**src/rtl/servo_pwm_pkg.sv**
```systemverilog
package servo_pwm_pkg;
  typedef enum logic [1:0] {
    SMP_IDLE  = 2'd0,
    SMP_START = 2'd1,
    SMP_WAIT  = 2'd2,
    SMP_LATCH = 2'd3
  } smp_state_t;
endpackage

```
**src/rtl/err_sampler.sv**
```systemverilog
module err_sampler
  import servo_pwm_pkg::*;
#(
  parameter int DATA_W      = 8,
  parameter int START_LEN   = 2,
  parameter int CONV_CYCLES = 5000
) (
  input  logic              clk,
  input  logic              rst_n,
  output logic              adc_start,
  input  logic              adc_eoc,
  output logic              adc_oe,
  input  logic [DATA_W-1:0] adc_data,
  output logic              upd_valid,
  output logic [DATA_W-1:0] upd_duty,
  output logic              fault
);
  localparam int TMO = 2 * CONV_CYCLES;
  localparam int TW  = $clog2(TMO + 1);
  localparam logic [DATA_W-1:0] MID  = {1'b1, {(DATA_W-1){1'b0}}};
  localparam logic [DATA_W-1:0] FULL = '1;

  smp_state_t        state;
  logic [TW-1:0]     tcnt;
  logic              eoc_q;
  logic              eoc_rise;
  logic [DATA_W:0]   dbl;
  logic [DATA_W-1:0] mapped;

  assign eoc_rise  = adc_eoc & ~eoc_q;
  assign adc_start = (state == SMP_START);
  assign adc_oe    = (state == SMP_LATCH);

  // offset-binary error to duty: negative saturates to zero, positive doubled
  always_comb begin
    dbl = {adc_data - MID, 1'b0};
    if (adc_data <= MID)     mapped = '0;
    else if (adc_data == FULL) mapped = FULL;
    else if (dbl[DATA_W])    mapped = FULL;
    else                     mapped = dbl[DATA_W-1:0];
  end

  always_ff @(posedge clk or negedge rst_n) begin
    if (!rst_n) begin
      state     <= SMP_IDLE;
      tcnt      <= '0;
      eoc_q     <= 1'b0;
      fault     <= 1'b0;
      upd_valid <= 1'b0;
      upd_duty  <= '0;
    end else begin
      eoc_q     <= adc_eoc;
      upd_valid <= 1'b0;
      unique case (state)
        SMP_IDLE: begin
          tcnt  <= '0;
          state <= SMP_START;
        end
        SMP_START: begin
          tcnt <= tcnt + 1'b1;
          if (tcnt == TW'(START_LEN - 1)) state <= SMP_WAIT;
        end
        SMP_WAIT: begin
          if (eoc_rise) begin
            state <= SMP_LATCH;
          end else if (tcnt >= TW'(TMO - 1)) begin
            fault     <= 1'b1;
            upd_valid <= 1'b1;
            upd_duty  <= '0;
            state     <= SMP_IDLE;
          end else begin
            tcnt <= tcnt + 1'b1;
          end
        end
        SMP_LATCH: begin
          upd_duty  <= mapped;
          upd_valid <= 1'b1;
          fault     <= 1'b0;
          state     <= SMP_IDLE;
        end
        default: state <= SMP_IDLE;
      endcase
    end
  end

  // start pulse is at least two cycles long
  assert_start_len_R2: assert property (@(posedge clk) disable iff (!rst_n)
    $fell(adc_start) |-> $past(adc_start, 2));
  // output enable follows a fresh end-of-conversion edge
  assert_oe_after_eoc_R3: assert property (@(posedge clk) disable iff (!rst_n)
    $rose(adc_oe) |-> ($past(adc_eoc) && !$past(adc_eoc, 2)));
  // output enable lasts one cycle
  assert_oe_single_R3: assert property (@(posedge clk) disable iff (!rst_n)
    adc_oe |=> !adc_oe);
  // a fault rising always comes with a zero duty update
  assert_fault_zero_R8: assert property (@(posedge clk) disable iff (!rst_n)
    $rose(fault) |-> (upd_valid && upd_duty == '0));
endmodule

```
**src/rtl/pwm_core.sv**
```systemverilog
module pwm_core #(
  parameter int DATA_W = 8
) (
  input  logic              clk,
  input  logic              rst_n,
  input  logic              upd_valid,
  input  logic [DATA_W-1:0] upd_duty,
  output logic              pwm_out,
  output logic [DATA_W-1:0] duty
);
  localparam logic [DATA_W-1:0] TOP = '1;

  logic [DATA_W-1:0] cnt;
  logic [DATA_W-1:0] pend;

  always_ff @(posedge clk or negedge rst_n) begin
    if (!rst_n) begin
      cnt  <= '0;
      pend <= '0;
      duty <= '0;
    end else begin
      cnt <= cnt + 1'b1;
      if (upd_valid) pend <= upd_duty;
      if (cnt == TOP) duty <= upd_valid ? upd_duty : pend;
    end
  end

  assign pwm_out = (duty == TOP) | (cnt < duty);

  // duty only changes on the wrap
  assert_load_at_wrap_R7: assert property (@(posedge clk) disable iff (!rst_n)
    !$stable(duty) |-> ($past(cnt) == TOP));
  // pulses are left aligned to the period
  assert_left_aligned_R5: assert property (@(posedge clk) disable iff (!rst_n)
    $rose(pwm_out) |-> (cnt == '0));
  // pulse ends after duty cycles
  assert_pulse_end_R5: assert property (@(posedge clk) disable iff (!rst_n)
    $fell(pwm_out) |-> (cnt == duty));
endmodule

```
**src/rtl/servo_pwm.sv**
```systemverilog
module servo_pwm #(
  parameter int DATA_W      = 8,
  parameter int START_LEN   = 2,
  parameter int CONV_CYCLES = 5000
) (
  input  logic              clk,
  input  logic              rst_n,
  output logic              adc_start,
  input  logic              adc_eoc,
  output logic              adc_oe,
  input  logic [DATA_W-1:0] adc_data,
  output logic              pwm_out,
  output logic [DATA_W-1:0] duty,
  output logic              fault
);
  logic              upd_valid;
  logic [DATA_W-1:0] upd_duty;

  err_sampler #(
    .DATA_W(DATA_W), .START_LEN(START_LEN), .CONV_CYCLES(CONV_CYCLES)
  ) u_sampler (
    .clk(clk), .rst_n(rst_n),
    .adc_start(adc_start), .adc_eoc(adc_eoc), .adc_oe(adc_oe),
    .adc_data(adc_data),
    .upd_valid(upd_valid), .upd_duty(upd_duty), .fault(fault)
  );

  pwm_core #(.DATA_W(DATA_W)) u_pwm (
    .clk(clk), .rst_n(rst_n),
    .upd_valid(upd_valid), .upd_duty(upd_duty),
    .pwm_out(pwm_out), .duty(duty)
  );

  // no start while the converter output is enabled
  assert_no_start_in_oe_R2: assert property (@(posedge clk) disable iff (!rst_n)
    adc_oe |=> !adc_start);
endmodule

```
**config.mk**
```make
export PLATFORM = sky130hd
export DESIGN_NAME = servo_pwm
export DESIGN_NICKNAME = d
export VERILOG_FILES = /design/src/rtl/servo_pwm_pkg.sv /design/src/rtl/err_sampler.sv /design/src/rtl/pwm_core.sv /design/src/rtl/servo_pwm.sv
export SDC_FILE = /design/constraint.sdc
export NUM_CORES = 1
export LEC_CHECK = 0
export ABC_AREA = 1
export BUFFER_PORTS_ARGS = -buffer_cell sky130_fd_sc_hd__buf_2
export CAP_MARGIN = 20
export CORE_ASPECT_RATIO = 0.7
export CORE_MARGIN = 1.5
export CORE_UTILIZATION = 35
export DETAILED_ROUTE_END_ITERATION = 16
export PLACE_DENSITY = 0.54
export SLEW_MARGIN = 5
export SYNTH_ARGS = -nofsm -noshare
export SYNTH_HDL_FRONTEND = slang
export SYNTH_SLANG_ARGS = --single-unit
```
**constraint.sdc**
```tcl
create_clock -name clk -period 4.1 [get_ports clk]
set_clock_uncertainty 0.1 [all_clocks]
set_input_delay 0.615 -clock clk [delete_from_list [all_inputs] [get_ports clk]]
set_output_delay 0.615 -clock clk [all_outputs]
set_load 0.005 [all_outputs]
```
==> impl_metrics.env, run 1 <==
export IMPL_post_dp_hpwl_mm=4.632
export IMPL_cts_sinks=51
export IMPL_n_fill_cell=816
export IMPL_synth_mux_area_share_pct=3.098
export IMPL_n_antenna_cell=0
export IMPL_utilization_pct=41.37
export IMPL_power_per_cell_area_nw_per_um2=475.3
export IMPL_status="complete, but fails checks"
export IMPL_critical_path_class="reg2out"
export IMPL_hold_viol=0
export IMPL_tightest_slew_ps=643.9
export IMPL_max_stage_delay_ps=410
export IMPL_post_cts_buffers=0
export IMPL_hold_path_class="in2async"
export IMPL_peakVddDrop_mv=0.2827
export IMPL_drtPass1Iterations=10
export IMPL_cp_required_ps=3380
export IMPL_cp_startpoint="u_pwm.duty[7]$_DFFE_PN0N_"
export IMPL_synth_compound_area_share_pct=8.606
export IMPL_cts_resized=0
export IMPL_cts_hold_buf=0
export IMPL_post_route_cell_area_um2=3298
export IMPL_relSlewSlack_pct=57.07
export IMPL_finalCritPeriodShare_pct=57.78
export IMPL_drc=4
export IMPL_drive_gt1_share_pct=13.18
export IMPL_area_growth_pct=13.43
export IMPL_max_freq_mhz=422.1
export IMPL_dieArea_um2=8872
export IMPL_critPathCaptureType="primary output"
export IMPL_syn_num_nets=388
export IMPL_start_util_pct=36.47
export IMPL_synth_seq_cells=51
export IMPL_grt_pass1_vias=2204
export IMPL_finalWorstSetupSlack_ps=1731
export IMPL_row_count=27
export IMPL_numCtsBuffers=5
export IMPL_multi_input_area_um2=1431
export IMPL_htreeDepth=2
export IMPL_grt_overflow=0
export IMPL_reg2reg_from="u_sampler.state[0]$_DFFE_PN0P_"
export IMPL_root_buffer="clkbuf_16"
export IMPL_synth_fa_ha_area_share_pct=6.024
export IMPL_crit_fanout=4
export IMPL_core_um2=7973
export IMPL_maxCapViolCount=0
export IMPL_synthCells=363
export IMPL_seq_area_um2=1276
export IMPL_critPathArrivalTime_ps=1650
export IMPL_postPlaceCellArea_um2=3109
export IMPL_yosysSeqAreaShare_pct=43.89
export IMPL_violations="design-rule violations"
export IMPL_clock_path_buffers=2
export IMPL_gr_usage_all_layers_pct=15.30
export IMPL_drtIter0Drc=161
export IMPL_tritoncts="done"
export IMPL_fin_nets=411
export IMPL_antenna_left=0
export IMPL_power_leakage_nw=1.613
export IMPL_wl_per_cell_um=12.58
export IMPL_power_total_mw=1.567
export IMPL_fp_dieH_um=79.26
export IMPL_vias=2355
export IMPL_syn_area_per_cell_um2=8.010
export IMPL_viasPerCell=4.826
export IMPL_grt_max_degree=29
export IMPL_grt_pass1_wl_mm=10.87
export IMPL_pin_count=23
export IMPL_setup_viol=0
export IMPL_synth_simple_gate_area_share_pct=29.39
export IMPL_dp_slack_ps=1848
export IMPL_routed_wirelength_mm=6.139
export IMPL_path_cells="inv_1 > ha_1 > a21oi_1 > o21a_1 > nand2_1 > o21ai_0 > buf_2"
export IMPL_antenna_found_initial=0
export IMPL_synth_xor_area_share_pct=2.108
export IMPL_synthDistinctLibCells=24
export IMPL_timing_setup_tns_ps=0
export IMPL_drv_slew=0
export IMPL_port_buffer_count=22
export IMPL_clkLatencyLatePin_ps=290
export IMPL_clk_pin_slew_worst_paths_ps=70
export IMPL_gp_congestion=0.8344
export IMPL_yosys_warnings=0
export IMPL_synth_top_family_by_area="simple AND/OR/NAND/NOR gates"
export IMPL_crit_slowest_cell="dfrtp_1"
export IMPL_start_kind="flip-flop"
export IMPL_rsz0062_at_grt="false"
export IMPL_synth_area_um2=2908
export IMPL_period_minus_slack_ps=2369
export IMPL_die_w_um=111.9
[final timing paths]
kind | endpoint | slack (ps) | cells after the start
worst min-delay path | u_pwm.cnt[0]$_DFF_PN0_ | 250 | 1
max in group asynchronous | u_sampler.upd_valid$_DFF_PN0_ | 2870 | 2
worst min register to register | u_pwm.pend[4]$_DFF_PN0_ | 370 | 2
worst max register to register | u_sampler.tcnt[13]$_DFFE_PN0P_ | 1840 | 8
worst max-delay path | pwm_out | 1730 | 7
min in group clk | u_pwm.pend[4]$_DFF_PN0_ | 370 | 2
[placed cells by master (no fill, tap or decap)]
cell,count
a21oi_1,6
buf_2,22
buf_4,1
bufinv_16,2
clkbuf_1,1
clkbuf_16,5
dfrtp_1,51
ha_1,14
inv_1,42
mux2_2,8
nand2_1,105
nand2_2,1
nand2_4,1
nand3_1,26
nand3_2,3
nand4_1,19
nor2_1,31
nor3_1,7
o211ai_1,10
o21a_1,1
o21ai_0,6
o21ai_1,8
o21ai_2,6
o21bai_1,2
or2_2,2
xor2_1,7
[report_power, final]
group	leakage, nW	internal, mW	switching, mW
combinational	0.838	0.123	0.272
sequential	0.684	0.585	0.0604
clock	0.0911	0.350	0.178
[flip-flops by register name, indices dropped and copies added (netlist names)]
name / cells
u_sampler.tcnt: 14
u_sampler.upd_valid: 1
u_sampler.state: 2
u_pwm.duty: 8
u_sampler.eoc_q: 1
u_sampler.upd_duty: 8
u_pwm.cnt: 8
u_sampler.fault: 1
u_pwm.pend: 8
[cells by family (layout without fill, tap and decap cells)]
group	Yosys count	count (layout)
xor+xnor	7	7
mux	8	8
fa+ha+maj	14	14
buf+inv	49	73
simple gates	195	195
compound gates	39	39
flops	51	51
[Yosys cell counts, drive strengths merged]
cell type	instances	area (um^2)
mux2	8	90.09
o21bai	2	15.01
ha	14	175.2
dfrtp	51	1276
nor2	31	116.4
o21ai	20	122.6
clkbuf	4	15.01
nand2	107	411.7
or2	2	12.51
nor3	7	35.03
nand4	19	118.9
nand3	29	160.2
o211ai	10	75.07
inv	42	157.7
o21a	1	7.510
xor2	7	61.31
buf	3	27.52
a21oi	6	30.03
[final cells by class]
cell class | count | area share (%)
Timing Repair Buffer | 23 | 3.566
Clock inverter | 2 | 1.821
Multi-Input combinational cell | 263 | 43.40
Clock buffer | 6 | 3.907
Sequential cell | 51 | 38.69
Tap cell | 101 | 3.832
Inverter | 42 | 4.780
[layer usage]
metal	vias to the layer above	track usage, %	wire, um
met3	7	3.282	268
met2	38	21.11	2377
met1	1069	23.92	3435
met4	0	3.797	57
li1	1241	-	-
met5	-	0	0
[critical path: cells and delay by family, from the launching register on]
family / cells / cell delay (ps)
DFF: 1 / 410
buffers and inverters: 2 / 220
AOI/OAI and AO/OA: 3 / 400
and+or+nand+nor: 1 / 40
adders and majority gates: 1 / 300
[metrics by stage]
step,instances,hold WS [ps]
CTS,488,263.9
global route,488,292.9
global placement,480,363.7
finish,488,253.7
detailed placement,480,360.4
floorplan,363,219.4
Note: power is estimated with default switching activity, not from simulation.
==> run 2, diff against run 1 <==
--- a/config.mk
+++ b/config.mk
@@ -12,7 +12,7 @@
 export CORE_MARGIN = 1.5
 export CORE_UTILIZATION = 35
 export DETAILED_ROUTE_END_ITERATION = 16
-export PLACE_DENSITY = 0.54
+export PLACE_DENSITY = 0.56
 export SLEW_MARGIN = 5
 export SYNTH_ARGS = -nofsm -noshare
 export SYNTH_HDL_FRONTEND = slang
==> constraint.sdc (replaced) <==
create_clock -name clk -period 2.1 [get_ports clk]
set_clock_uncertainty 0.1 [all_clocks]
set_input_delay 0.315 -clock clk [delete_from_list [all_inputs] [get_ports clk]]
set_output_delay 0.315 -clock clk [all_outputs]
set_load 0.005 [all_outputs]
==> run 2 against run 1 <==
Compared with the run above: the run still ends with design-rule violations left; non-clock buffer count is 5 higher; sequential power grew 94%; power rose by 87%; combinational power increased by 98%; first-iteration DRC count rose by 20%; clock power grew 70%; die area did not move; core utilization grew 0.53 points; sequential share of layout area is 0.49 points lower; clock-buffer cell count down 1; global-route usage shrank 0.77 points; final area up 1.3%; critical endpoint unchanged; highest routed layer unchanged.
==> impl_metrics.env, run 2 (synthesis gave the netlist of run 1 again) <==
export IMPL_status="complete, but fails checks"
export IMPL_violations="design-rule violations"
export IMPL_power_total_mw=2.937
export IMPL_period_minus_slack_ps=1990
export IMPL_max_freq_mhz=502.4
export IMPL_largest_register="u_sampler.tcnt"
export IMPL_pin_count=23
export IMPL_start_util_pct=36.47
export IMPL_row_count=27
export IMPL_tritoncts="done"
export IMPL_fp_dieH_um=79.26
export IMPL_drtIter0Drc=194
export IMPL_largest_reg_flops=14
export IMPL_utilization_pct=41.90
export IMPL_crit_fanout=4
export IMPL_drive_gt1_share_pct=14.83
export IMPL_clkLatencyLatePin_ps=280
export IMPL_hold_viol=0
export IMPL_core_um2=7973
export IMPL_clk_pin_slew_worst_paths_ps=70
export IMPL_drv_slew=0
export IMPL_grt_pass1_vias=2162
export IMPL_htreeDepth=2
export IMPL_n_fill_cell=829
export IMPL_antenna_found_initial=0
export IMPL_gr_usage_all_layers_pct=14.53
export IMPL_routed_wirelength_mm=6.053
export IMPL_power_leakage_nw=1.627
export IMPL_grt_pass1_wl_mm=10.29
export IMPL_post_route_cell_area_um2=3341
export IMPL_port_buffer_count=22
export IMPL_grt_max_degree=52
export IMPL_drc=4
export IMPL_finalCritPeriodShare_pct=94.77
export IMPL_rsz0062_at_grt="false"
export IMPL_min_path_cells=1
export IMPL_postPlaceCellArea_um2=3144
export IMPL_fin_cells=492
export IMPL_drtPass1Iterations=10
export IMPL_peakVddDrop_mv=0.4472
export IMPL_fin_nets=416
export IMPL_root_buffer="clkbuf_16"
export IMPL_finalWorstSetupSlack_ps=109.7
export IMPL_grt_overflow=0
export IMPL_vias=2375
export IMPL_mostFrequentLayoutCells="nand2_1, dfrtp_1, inv_1, nor2_1, nand3_1"
export IMPL_layout_commonest_cell="nand2_1"
export IMPL_dp_slack_ps=314.5
export IMPL_start_kind="flip-flop"
export IMPL_critical_path_class="reg2out"
export IMPL_grt_use_met2_pct=19.57
export IMPL_placedCellCount=483
export IMPL_setup_viol=0
export IMPL_post_dp_hpwl_mm=4.486
export IMPL_gp_congestion=0.8823
export IMPL_grt_use_met3_pct=3.282
export IMPL_numCtsBuffers=5
export IMPL_antenna_left=0
export IMPL_seq_area_um2=1276
export IMPL_cp_required_ps=1680
export IMPL_die_w_um=111.9
export IMPL_hold_ws_ps=83.51
export IMPL_multi_input_area_um2=1448
export IMPL_clock_path_buffers=2
export IMPL_maxCapViolCount=0
export IMPL_n_antenna_cell=0
export IMPL_relSlewSlack_pct=69.40
export IMPL_critPathArrivalTime_ps=1580
export IMPL_busiest_layer="met1"
export IMPL_tightest_slew_ps=459.1
export IMPL_wl_per_cell_um=12.30
export IMPL_worstRegToRegCells=9
export IMPL_use_met1_pct=22.75
export IMPL_viasPerCell=4.827
export IMPL_area_growth_pct=14.89
export IMPL_dieArea_um2=8872
export IMPL_critPathCaptureType="primary output"
export IMPL_power_per_cell_area_nw_per_um2=879.1
export IMPL_cts_sinks=51
export IMPL_timing_setup_tns_ps=0
export IMPL_hold_path_class="in2reg"
-- run 2: cell types whose count changed in the layout (fill, tap and decap cells not counted), sizes merged --
cell / previous run / this run
clkinvlp: 0 / 1
bufinv: 2 / 1
dlygate4sd3: 0 / 1
clkbuf: 6 / 5
buf: 23 / 27
-- run 2: area by class of cell --
type	instances	share of cell area (%)
clock inverter	2	1.124
clock buffer	5	3.745
timing repair buffer	28	5.094
tap	101	3.783
inverter	42	4.719
sequential	51	38.20
multi-input combinational	263	43.33
-- run 2: worst paths after layout --
path	startpoint	endpoint	slack, ps
min reg2reg	u_pwm.pend[3]$_DFF_PN0_	u_pwm.pend[3]$_DFF_PN0_	370
min	adc_eoc	u_sampler.eoc_q$_DFF_PN0_	80
max	u_pwm.duty[5]$_DFFE_PN0N_	pwm_out	110
max in group asynchronous	rst_n	u_pwm.cnt[4]$_DFF_PN0_	1220
min in group asynchronous	rst_n	u_sampler.tcnt[1]$_DFFE_PN0P_	450
max reg2reg	u_sampler.tcnt[0]$_DFFE_PN0P_	u_sampler.tcnt[11]$_DFFE_PN0P_	310
-- run 2: repair_timing --
item	in CTS	in global routing
endpoints found under the setup margin	0	1
hold buffers	1	0
gates resized for setup	0	5
setup buffers	0	1
endpoints found under the hold margin	51	0
-- run 2: worst max-delay path, cell delays in order (launching register included) --
cell and delay (ps):
dfrtp_1 390, inv_1 60, ha_1 300, a21oi_1 150, o21a_1 120, nand2_1 50, o21ai_1 80, buf_2 130
-- run 2: routing by layer --
layer  up-vias  wire length (um)
li1       1257                 -
met1      1067              3482
met2        47              2251
met3         4               255
met4         0                62
met5         -                 0
-- run 2: power by group --
part,total [mW],switching (mW),internal [mW]
Clock,0.898,0.343,0.555
Combinational,0.784,0.521,0.263
Sequential,1.25,0.114,1.14
Total,2.94,0.977,1.96
